## src/rtl/twb_pkg.sv

```systemverilog
package twb_pkg;

  typedef enum logic {
    BUS_DOWN = 1'b0,
    BUS_UP   = 1'b1
  } bus_state_e;

  // Settle length in cycles for a 2-bit code: base doubled per code step.
  function automatic int unsigned settle_cycles(input logic [1:0] code,
                                                input int unsigned base);
    return base << code;
  endfunction

endpackage

```

## src/rtl/twb_line_sync.sv

```systemverilog
module twb_line_sync #(
  parameter int unsigned WIDTH  = 2,
  parameter int unsigned STAGES = 2
) (
  input  logic             clk,
  input  logic             rst_n,
  input  logic [WIDTH-1:0] din,
  output logic [WIDTH-1:0] dout
);

  for (genvar i = 0; i < WIDTH; i++) begin : g_bit
    logic [STAGES-1:0] shreg;
    always_ff @(posedge clk) begin
      if (!rst_n) shreg <= {STAGES{din[i]}};
      else        shreg <= {shreg[STAGES-2:0], din[i]};
    end
    assign dout[i] = shreg[STAGES-1];
  end

endmodule

```

## src/rtl/twb_settle_tracker.sv

```systemverilog
module twb_settle_tracker
  import twb_pkg::*;
#(
  parameter int unsigned BASE_CYCLES = 100
) (
  input  logic       clk,
  input  logic       rst_n,
  input  logic       init_up,
  input  logic [1:0] pair,
  input  logic       enable,
  input  logic [1:0] code,
  output logic       evt_up,
  output logic       evt_down
);

  localparam int unsigned MAX_LEN = BASE_CYCLES * 8;
  localparam int unsigned CW      = $clog2(MAX_LEN + 1);
  localparam logic [CW-1:0] RUN_SAT = CW'(MAX_LEN);

  logic [1:0]    prev_q;
  logic [CW-1:0] run_q;
  bus_state_e    state_q;
  logic          same;
  logic [CW-1:0] lim_m1;
  logic          held;

  assign same   = (pair == prev_q);
  assign lim_m1 = CW'(settle_cycles(code, BASE_CYCLES) - 1);
  assign held   = enable && same && (run_q >= lim_m1);

  assign evt_up   = held && (pair == 2'b11) && (state_q == BUS_DOWN);
  assign evt_down = held && (pair == 2'b00) && (state_q == BUS_UP);

  always_ff @(posedge clk) begin
    if (!rst_n) begin
      prev_q  <= init_up ? 2'b11 : 2'b00;
      run_q   <= '0;
      state_q <= init_up ? BUS_UP : BUS_DOWN;
    end else begin
      prev_q <= pair;
      if (!enable || !same)    run_q <= '0;
      else if (run_q != RUN_SAT) run_q <= run_q + 1'b1;
      if (evt_up)        state_q <= BUS_UP;
      else if (evt_down) state_q <= BUS_DOWN;
    end
  end

  AST_UP_HELD: assert property (@(posedge clk) disable iff (!rst_n)
    evt_up |-> (pair == 2'b11 && $past(pair) == 2'b11));
  AST_DOWN_HELD: assert property (@(posedge clk) disable iff (!rst_n)
    evt_down |-> (pair == 2'b00 && $past(pair) == 2'b00));
  AST_SINGLE_SHOT: assert property (@(posedge clk) disable iff (!rst_n)
    (evt_up || evt_down) |=> !(evt_up || evt_down));

endmodule

```

## src/rtl/twb_ctrl_reg.sv

```systemverilog
module twb_ctrl_reg (
  input  logic       clk,
  input  logic       rst_n,
  input  logic       init_flag,
  input  logic       wr_en,
  input  logic [7:0] wdata,
  input  logic       ack,
  input  logic       set_evt,
  input  logic       glb_en,
  output logic [7:0] rdata,
  output logic [1:0] code,
  output logic       dir,
  output logic       irq
);

  localparam int unsigned FLAG_BIT = 7;
  localparam int unsigned IE_BIT   = 6;

  logic       flag_q;
  logic       ie_q;
  logic [1:0] code_q;
  logic       dir_q;
  logic       clr_req;
  logic       rsvd_unused;

  assign rsvd_unused = ^wdata[5:3];
  assign clr_req     = (wr_en && wdata[FLAG_BIT]) || ack;

  always_ff @(posedge clk) begin
    if (!rst_n) begin
      flag_q <= init_flag;
      ie_q   <= 1'b0;
      code_q <= 2'b00;
      dir_q  <= 1'b0;
    end else begin
      // A fresh event outranks a clear in the same cycle.
      if (set_evt)      flag_q <= 1'b1;
      else if (clr_req) flag_q <= 1'b0;
      if (wr_en) begin
        ie_q   <= wdata[IE_BIT];
        code_q <= wdata[2:1];
        dir_q  <= wdata[0];
      end
    end
  end

  assign rdata = {flag_q, ie_q, 3'b000, code_q, dir_q};
  assign code  = code_q;
  assign dir   = dir_q;
  assign irq   = glb_en && ie_q && flag_q;

  AST_FLAG_W1C: assert property (@(posedge clk) disable iff (!rst_n)
    (wr_en && wdata[FLAG_BIT] && !set_evt) |=> !flag_q);
  AST_FLAG_KEEP: assert property (@(posedge clk) disable iff (!rst_n)
    (wr_en && !wdata[FLAG_BIT] && !ack && flag_q) |=> flag_q);
  AST_ACK_CLEARS: assert property (@(posedge clk) disable iff (!rst_n)
    (ack && !set_evt) |=> !flag_q);
  AST_FLAG_CAUSE: assert property (@(posedge clk) disable iff (!rst_n)
    $rose(flag_q) |-> $past(set_evt));

endmodule

```

## src/rtl/twbus_link_monitor.sv

```systemverilog
module twbus_link_monitor #(
  parameter int unsigned BASE_CYCLES = 100,
  parameter int unsigned SYNC_STAGES = 2
) (
  input  logic       clk,
  input  logic       rst_n,
  input  logic       sda_raw,
  input  logic       scl_raw,
  input  logic       periph_en,
  input  logic       glb_irq_en,
  input  logic       reg_wr_en,
  input  logic [7:0] reg_wdata,
  input  logic       irq_ack,
  output logic [7:0] reg_rdata,
  output logic       irq_req
);

  logic [1:0] pair_s;
  logic       lines_up;
  logic       evt_up;
  logic       evt_down;
  logic       set_evt;
  logic [1:0] code;
  logic       dir;

  assign lines_up = sda_raw && scl_raw;

  twb_line_sync #(.WIDTH(2), .STAGES(SYNC_STAGES)) u_sync (
    .clk  (clk),
    .rst_n(rst_n),
    .din  ({sda_raw, scl_raw}),
    .dout (pair_s)
  );

  twb_settle_tracker #(.BASE_CYCLES(BASE_CYCLES)) u_track (
    .clk     (clk),
    .rst_n   (rst_n),
    .init_up (lines_up),
    .pair    (pair_s),
    .enable  (periph_en),
    .code    (code),
    .evt_up  (evt_up),
    .evt_down(evt_down)
  );

  // Direction bit 0 reports bus-up changes, 1 reports bus-down changes.
  assign set_evt = dir ? evt_down : evt_up;

  twb_ctrl_reg u_reg (
    .clk      (clk),
    .rst_n    (rst_n),
    .init_flag(lines_up),
    .wr_en    (reg_wr_en),
    .wdata    (reg_wdata),
    .ack      (irq_ack),
    .set_evt  (set_evt),
    .glb_en   (glb_irq_en),
    .rdata    (reg_rdata),
    .code     (code),
    .dir      (dir),
    .irq      (irq_req)
  );

  AST_IRQ_GATED: assert property (@(posedge clk) disable iff (!rst_n)
    irq_req |-> (glb_irq_en && reg_rdata[7] && reg_rdata[6]));
  AST_IDLE_WHEN_OFF: assert property (@(posedge clk) disable iff (!rst_n)
    (!periph_en && !reg_rdata[7]) |=> !reg_rdata[7]);

endmodule

```

## config.mk

```make
export PLATFORM = sky130hd
export DESIGN_NAME = twbus_link_monitor
export DESIGN_NICKNAME = d
export VERILOG_FILES = /design/src/rtl/twb_pkg.sv /design/src/rtl/twb_line_sync.sv /design/src/rtl/twb_settle_tracker.sv /design/src/rtl/twb_ctrl_reg.sv /design/src/rtl/twbus_link_monitor.sv
export SDC_FILE = /design/constraint.sdc
export NUM_CORES = 1
export LEC_CHECK = 0
export BUFFER_PORTS_ARGS = -buffer_cell sky130_fd_sc_hd__buf_2
export CAP_MARGIN = 30
export CORE_MARGIN = 4
export CORE_UTILIZATION = 35
export CTS_CLUSTER_DIAMETER = 40
export DETAILED_ROUTE_END_ITERATION = 6
export REMOVE_ABC_BUFFERS = 1
export SYNTH_ARGS = -nofsm -noshare
export SYNTH_HDL_FRONTEND = slang
export SYNTH_HIERARCHICAL = 1
export SYNTH_SLANG_ARGS = --single-unit
```

## constraint.sdc

```tcl
create_clock -name clk -period 3.1 [get_ports clk]
set_clock_uncertainty 0.15 [all_clocks]
set_input_delay 0.62 -clock clk [delete_from_list [all_inputs] [get_ports clk]]
set_output_delay 0.62 -clock clk [all_outputs]
set_load 0.02 [all_outputs]
```

* Yosys cells after proc, flatten, opt, wreduce, memory -nomap -nowiden *
Index checks and enable logic that the tools add are counted.

storage, ports and cells
  register bits after elaboration = 22
  input port bits = 16
  output and inout bits = 9
  word-level logic and storage cells = 48

cells by class
  add/sub/neg operators = 2
  $lt $le $gt $ge = 1
  equality and inequality tests = 5
  shift operators = 1
  muxes and demuxes = 12
  bitwise gates (word level) = 2
  reduce and logical (&&, ||, !) cells = 16

operators by type and width
  kind                                                                  number
  10-bit by 1-bit adder with 10-bit output, second input constant       1
  10-bit >= comparator                                                  1
  1-bit logical AND                                                     10
  10-bit != test, second input constant                                 1
  7-bit by 2-bit << shifter with 10-bit output, first input constant    1
  10-bit by 1-bit subtractor with 10-bit output, second input constant  1
  1-bit two-way mux                                                     8
  2-bit two-way mux                                                     4
  3-bit by 1-bit != test with 1-bit output, second input constant       2
  2-bit equality test                                                   1
  2-bit equality test, second input constant                            1
  1-bit zero test                                                       2
  2-bit zero test                                                       1
  1-bit logical OR                                                      2
  1-bit inverter                                                        2
  2-bit OR reduction                                                    1

* Logic depth before layout (Yosys ltp) *
Gate-level depths: netlist (run 1).

  depth after elaboration = 9
  depth in mapped cells = 11
  gate-level depth less buffers = 11

* Modules after synthesis *
Netlist (run 1), hierarchy kept.

modules (own cells, without submodules)
  module              times used  cells each  area an instance (um2)  seq. area each (um2)
  twb_settle_tracker  1           100         850.8                   270.3
  twb_ctrl_reg        1           28          280.3                   110.1
  twb_line_sync       1           8           117.6                   80.1
  twbus_link_monitor  1           2           21.3                    0.0

* Worst setup path after synthesis (run 1) *
Ideal clock, no wire load.

  kind = reg2reg
  from = reg u_reg.code_q[1], in the netlist u_reg/code[1]
  to = reg u_reg.flag_q (data pin)
  setup time = 0.260 ns
  data arrival time = 2.113 ns
  required time = 2.690 ns
  setup slack = 0.577 ns
  stages on the path, launching flop included = 11
  path buffers = 0
  clock period less this slack = 2.523 ns
  cell sequence = dfxtp_1 > inv_1 > ha_1 > inv_1 > ha_1 > a41oi_1 > o21ai_1 > o21ai_1 > nor3_1 > mux2_4 > mux2_2

on the way
  word-level cells in the longest chain between the ends = 9
  elaborated cells on any way between the ends = 11
  classes of those cells = add/sub (1); order compare (1); shift (1); mux (3); reduce/logical (5)

RTL lines
  item                                           line                      text
  from (decl)                                    twb_ctrl_reg.sv:21        logic [1:0] code_q;
  from (signal assigned)                         twb_ctrl_reg.sv:41        code_q <= wdata[2:1];
  7-bit by 2-bit << shifter with 10-bit output   twb_pkg.sv:11             return base << code;
  10-bit by 1-bit subtractor with 10-bit output  twb_settle_tracker.sv:28  assign lim_m1 = CW'(settle_cycles(code, BASE_CYCLES) - 1);
  10-bit >= comparator                           twb_settle_tracker.sv:29  assign held = enable && same && (run_q >= lim_m1);
  1-bit logical AND                              twb_settle_tracker.sv:29
  1-bit logical AND (2 in a row)                 twb_settle_tracker.sv:31  assign evt_up = held && (pair == 2'b11) && (state_q == BUS_DOWN);
  named net evt_up                               twbus_link_monitor.sv:20  logic evt_up;
  1-bit two-way mux                              twbus_link_monitor.sv:47  assign set_evt = dir ? evt_down : evt_up;
  named net set_evt                              twbus_link_monitor.sv:22  logic set_evt;
  1-bit two-way mux                              twb_ctrl_reg.sv:37        if (set_evt) flag_q <= 1'b1;
  1-bit two-way mux                              twb_ctrl_reg.sv:30        if (!rst_n) begin
  to (signal assigned)                           twb_ctrl_reg.sv:31        flag_q <= init_flag;
  to (decl)                                      twb_ctrl_reg.sv:19        logic flag_q;

The timed path passes the listed nets, and every way through them passes these cells.
A chain may end at the register's enable or synchronous reset.

* Worst setup path after layout (run 1) *
Ends and elaborated chain as after synthesis.

==> results of run 1 <==
==> layer usage <==
layer	wire (um)	part of all wire (%)	up-vias	track usage, %
met4	14	0.64	0	3.970
met1	979	45	432	11.47
met3	51	2.3	2	1.970
met5	0	0	-	0
li1	-	-	481	-
met2	1141	52	10	18.65
==> how the worst max path moves through the flow <==
stage          cells past startpoint                     end                       start
2_1_floorplan                     10  u_reg/flag_q$_DFFE_PP_  u_reg/code[1]$_SDFFE_PN0P_
3_5_place_dp                      10  u_reg/flag_q$_DFFE_PP_  u_reg/code[1]$_SDFFE_PN0P_
5_1_grt                           10  u_reg/flag_q$_DFFE_PP_  u_reg/code[1]$_SDFFE_PN0P_
6_report                          10  u_reg/flag_q$_DFFE_PP_  u_reg/code[1]$_SDFFE_PN0P_
4_1_cts                           10  u_reg/flag_q$_DFFE_PP_  u_reg/code[1]$_SDFFE_PN0P_
3_3_place_gp                      10  u_reg/flag_q$_DFFE_PP_  u_reg/code[1]$_SDFFE_PN0P_
==> power groups by stage <==
stage | clock network, mW | logic, mW | registers [mW]
floorplan | 0 | 0.0357 | 0.318
global placement | 0 | 0.0599 | 0.314
detailed placement | 0 | 0.0630 | 0.314
CTS | 0.136 | 0.0631 | 0.308
global route | 0.148 | 0.0696 | 0.310
finish | 0.130 | 0.0622 | 0.308
==> through the flow <==
stage                     util [%]  cell area (um2)  total power [mW]  std cells  hold slack [ns]
after global placement       39.19             1339            0.3736        193           0.2894
after floorplan                  -             1191            0.3535        129           0.2828
after detailed placement     39.19             1339            0.3774        193           0.2977
final                        39.96             1365            0.4997        197           0.2892
after CTS                    39.96             1365            0.5066        197           0.2783
after global routing         39.96             1365            0.5278        197           0.2649
==> area by class of cell <==
cell class / count / area (um2)
inverter: 8 / 30.03
clock inverter: 1 / 3.754
tap: 46 / 57.56
multi-input combinational: 99 / 700.7
fill: 348 / 2051
timing repair buffer: 18 / 90.09
clock buffer: 3 / 22.52
sequential: 22 / 460.4
==> cell usage in the layout, fill, tap and decap left out, types with 3 or more instances in the layout <==
cell type,instances
inv_1,8
ha_1,13
mux2i_1,4
nor2_1,16
nand2_1,13
a21oi_1,6
nand3_1,5
nor2b_1,4
conb_1,3
xnor2_1,6
buf_2,18
clkbuf_4,3
o21ai_1,4
mux2_2,4
dfxtp_1,20
xor2_1,3
and3_1,6
==> worst max-delay path, stage by stage (launching register included) <==
cell,delay (ns)
dfxtp_1,0.42
inv_1,0.13
ha_1,0.29
inv_1,0.04
ha_1,0.29
a41oi_1,0.22
o21ai_1,0.09
o21ai_1,0.27
nor3_1,0.09
mux2_4,0.28
mux2_2,0.26
==> synthesized netlist by cell type (2+ instances only) <==
cell type	count	share of area, %
nand3_1	5	2.0
and3_1	6	3.0
nand2_1	13	3.8
inv_1	8	2.4
edfxtp_1	2	4.7
mux2_2	4	3.5
ha_1	13	13
mux2i_1	4	3.2
buf_4	10	5.9
a21oi_1	6	2.4
dfxtp_1	20	32
nor2_1	16	4.7
xor2_1	3	2.1
nor2b_1	4	2.0
o21ai_1	4	1.6
xnor2_1	6	4.1
==> state kept, by name, indices dropped and copies added, names as in the netlist <==
register,count
u_reg/code,2
u_reg/dir,1
u_reg/flag_q,1
u_reg/ie_q,1
u_sync/g_bit.shreg,4
u_track/prev_q,2
u_track/run_q,10
u_track/state_q,1
==> cell families (layout without fill, tap and decap cells) <==
group / after synthesis / in the layout / synth area share (%)
other cells: 1 / 3 / 0.2953
flops: 22 / 22 / 36.26
compound gates: 13 / 13 / 6.109
simple gates: 52 / 52 / 21.28
mux: 9 / 9 / 7.881
fa+ha+maj: 13 / 13 / 12.81
xor+xnor: 9 / 9 / 6.207
buf+inv: 19 / 30 / 9.162
==> flow_metrics.env, run 1 <==
export IMPL_num_antenna_cells=0
export IMPL_pwr_density_cell_nw_per_um2=366.1
export IMPL_worstPathRequired_ns=3.01
export IMPL_synth_ff_type="dfxtp_1"
export IMPL_hold_depth=1
export IMPL_grt_pass1_vias=885
export IMPL_synthCells=138
export IMPL_hp_class="input pin to register"
export IMPL_holdBufCountCts=0
export IMPL_overflow=0
export IMPL_clockBufferDepth=2
export IMPL_fin_crit_ns=2.754
export IMPL_drt_pass1_iter_count=4
export IMPL_path_clk_slew_ns=0.12
export IMPL_start_util_pct=37.18
export IMPL_viasPerCell=4.695
export IMPL_swShare_pct=25.31
export IMPL_fin_crit_sh_pct=88.84
export IMPL_fp_dieArea_um2=4656
export IMPL_rr_startpoint="u_reg/code[1]$_SDFFE_PN0P_"
export IMPL_drive_gt1_share_pct=19.21
export IMPL_critPathLaunchType="register"
export IMPL_drt_initial_drc_count=26
export IMPL_cts_made_buffers=3
export IMPL_hpwl_um=1743
export IMPL_wl_per_cell_um=11.10
export IMPL_syn_area_um2=1270
export IMPL_ys_warnings_count=6
export IMPL_dieWidth_um=68.24
export IMPL_combPwrFrac_pct=12.5
export IMPL_syn_to_final_growth_pct=7.488
export IMPL_grt_start_max_net_pins=16
export IMPL_cts_root_buffer="clkbuf_4"
export IMPL_grt_pass1_wl_um=3622
export IMPL_htreeDepth=1
export IMPL_fin_tns_setup_ns=0
export IMPL_finalSetupViolations=0
export IMPL_gp_congestion=0.7628
export IMPL_async_reset_ff_share_pct=0
export IMPL_endpoint_kind="register"
export IMPL_ant_nets=0
export IMPL_fp_dieH_um=68.24
export IMPL_setup_slack_ns=0.3460
export IMPL_seqPwrFrac_pct=61.6
export IMPL_critPathMaxFanout=5
export IMPL_p_int_mw=0.3732
export IMPL_wl_um=2187
export IMPL_clkPwrFrac_pct=26.0
export IMPL_fmax_mhz=363.1
export IMPL_worstSkewPairLatency_ns=0.30
export IMPL_drc=0
export IMPL_cap_violations=0
export IMPL_synth_edf_count=2
export IMPL_antenna_found_initial=0
export IMPL_hold_path_end="u_sync/g_bit[1].shreg[0]$_DFF_P_"
export IMPL_rsz0062_at_grt="no"
export IMPL_postSynthAreaPerCell_um2=9.203
export IMPL_reg2reg_slack_ns=0.35
export IMPL_yosysSeqAreaShare_pct=36.26
export IMPL_rr_worst_depth=10
export IMPL_io_pins=25
export IMPL_core_area_um2=3416
export IMPL_fp_row_count=21
export IMPL_postCtsSetupBuffers=0
export IMPL_cp_arrival_ns=2.67
export IMPL_num_vias=925
export IMPL_cts_resized=0
export IMPL_leakage_nw=0.6072
export IMPL_path_class="register to register"
export IMPL_hold_start="sda_raw"
export IMPL_cts_tree="yes"
export IMPL_clkSinkCount=22
export IMPL_dp_worst_setup_slack_ns=0.3590
export IMPL_grtUsageTotal_pct=10.18
export IMPL_r2r_end="u_reg/flag_q$_DFFE_PP_"
export IMPL_layout_nets=181
export IMPL_status="finished clean"
export IMPL_ys_seq_elements=22
export IMPL_ys_types=30
export IMPL_io_buffers=18
export IMPL_netSwitchingPower_mw=0.1265
export IMPL_peakVddDrop_mv=0.2366
export IMPL_hold_viol_final=0
export IMPL_slew_violations=0
Power figures use the tool's default switching activity.
==> inputs of run 2 (changes only) <==
Settings changed: BUFFER_PORTS_ARGS -buffer_cell sky130_fd_sc_hd__buf_2 to -buffer_cell sky130_fd_sc_hd__clkbuf_2.
==> run 2 against run 1 <==
- via count is 0.11% lower
- sequential share of layout area fell by 0.64 points
- setup slack improved by 0.0092 ns
- critical endpoint unchanged
- largest power group unchanged
==> flow_metrics.env, run 2 (synthesis gave the netlist of run 1 again) <==
export IMPL_dieWidth_um=68.24
export IMPL_rsz0062_at_grt="no"
export IMPL_ant_nets=0
export IMPL_hold_depth=1
export IMPL_fin_total_pwr_mw=0.5892
export IMPL_path_cells="inv_1 > ha_1 > inv_1 > ha_1 > a41oi_1 > o21ai_1 > o21ai_1 > nor3_1 > mux2_4 > mux2_2"
export IMPL_antenna_found_initial=0
export IMPL_io_pins=25
export IMPL_num_antenna_cells=0
export IMPL_drt_pass1_iter_count=4
export IMPL_grt_start_max_net_pins=16
export IMPL_cap_violations=0
export IMPL_critPathLaunchType="register"
export IMPL_fin_crit_sh_pct=88.54
export IMPL_layout_nets=181
export IMPL_hold_viol_final=0
export IMPL_largest_register_ffs=10
export IMPL_fin_crit_ns=2.745
export IMPL_start_util_pct=37.18
export IMPL_htreeDepth=1
export IMPL_peakVddDrop_mv=0.2474
export IMPL_worstSkewPairLatency_ns=0.31
export IMPL_crit_slowest_cell="dfxtp_1"
export IMPL_regMostFlops="u_track/run_q"
export IMPL_final_common_cell="dfxtp_1"
export IMPL_clkSinkCount=22
export IMPL_fp_dieH_um=68.24
export IMPL_max_stage_delay_ns=0.42
export IMPL_rr_worst_depth=10
export IMPL_cts_made_buffers=3
export IMPL_dp_worst_setup_slack_ns=0.3665
export IMPL_holdBufCountCts=0
export IMPL_wl_um=2244
export IMPL_pwr_density_cell_nw_per_um2=423.5
export IMPL_wl_per_cell_um=11.39
export IMPL_path_clk_slew_ns=0.12
export IMPL_layout_area_seq_um2=460.4
export IMPL_grt_pass1_wl_um=3629
export IMPL_dpl_cell_area_um2=1339
export IMPL_drive_gt1_share_pct=19.87
export IMPL_fp_dieArea_um2=4656
export IMPL_postCtsSetupBuffers=0
export IMPL_path_class="register to register"
export IMPL_critPathMaxFanout=5
export IMPL_final_cell_area_um2=1391
export IMPL_hpwl_um=1747
export IMPL_leakage_nw=0.6189
export IMPL_drt_initial_drc_count=19
export IMPL_gp_congestion=0.7967
export IMPL_hp_class="input pin to register"
export IMPL_viasPerCell=4.690
export IMPL_grt_pass1_vias=887
export IMPL_endpoint_kind="register"
export IMPL_drc=0
export IMPL_cts_resized=0
export IMPL_finalSetupViolations=0
export IMPL_fp_row_count=21
export IMPL_grtUsageTotal_pct=10.16
export IMPL_cp_arrival_ns=2.66
export IMPL_worstPathRequired_ns=3.02
export IMPL_fmax_mhz=364.3
export IMPL_layout_common_cells="dfxtp_1, clkbuf_2, nor2_1"
export IMPL_clockBufferDepth=2
export IMPL_core_area_um2=3416
export IMPL_fillers=352
export IMPL_slew_violations=0
export IMPL_fin_tns_setup_ns=0
export IMPL_syn_to_final_growth_pct=9.556
export IMPL_io_buffers=18
export IMPL_cts_root_buffer="clkbuf_4"
export IMPL_cts_tree="yes"
export IMPL_setup_slack_ns=0.3552
export IMPL_reg_top3="u_track/run_q x10, u_sync/g_bit.shreg x4"
export IMPL_num_vias=924
export IMPL_status="finished clean"
export IMPL_whs_ns=0.2809
export IMPL_overflow=0
export IMPL_multi_input_area_um2=700.7
[run 2: cell count changes in the layout (fill, tap and decap cells not counted)]
cell,before,now
bufinv_16,0,1
clkinv_1,1,0
buf_2,18,0
clkbuf_2,0,18
[run 2: cell type report]
type	count	area share [%]
inverters	8	2.158
clock inverters	1	2.158
multi-input cells	99	50.36
well taps	46	4.137
repair buffers	18	6.475
flip-flops and latches	22	33.09
clock buffers	3	1.619
[run 2: path summary, 6_finish.rpt]
check | slack [ns] | start | to
worst max register to register | 0.36 | u_reg/code[1]$_SDFFE_PN0P_ | u_reg/flag_q$_DFFE_PP_
worst min register to register | 0.32 | u_sync/g_bit[1].shreg[0]$_DFF_P_ | u_sync/g_bit[1].shreg[1]$_DFF_P_
worst min-delay path | 0.28 | scl_raw | u_sync/g_bit[0].shreg[0]$_DFF_P_
worst max-delay path | 0.36 | u_reg/code[1]$_SDFFE_PN0P_ | u_reg/flag_q$_DFFE_PP_
[run 2: worst max-delay path, delay by kind of cell, from the launching register on]
kind                       cells  cell delay (ns)
muxes                          2             0.54
buffers and inverters          2             0.17
and+or+nand+nor                1             0.09
AOI/OAI and AO/OA              3             0.58
adders and majority gates      2             0.57
DFF                            1             0.42
[run 2: power breakdown]
group	switching (mW)	internal, mW
logic	0.0348	0.0276
clock network	0.0884	0.131
registers	0.00908	0.299
[run 2: per-layer routing]
layer | global-route usage (%) | part of all wire [%] | wire length, um
met2 | 19.13 | 55 | 1241
met4 | 3.722 | 0.58 | 13
met1 | 11.00 | 42 | 932
met5 | 0 | 0 | 0
met3 | 2.135 | 2.5 | 56
[run 2: per-stage QoR]
stage / utilization [%] / cells
2_1_floorplan: - / 129
3_3_place_gp: 39.19 / 193
3_5_place_dp: 39.19 / 193
4_1_cts: 40.73 / 197
5_1_grt: 40.73 / 197
6_report: 40.73 / 197
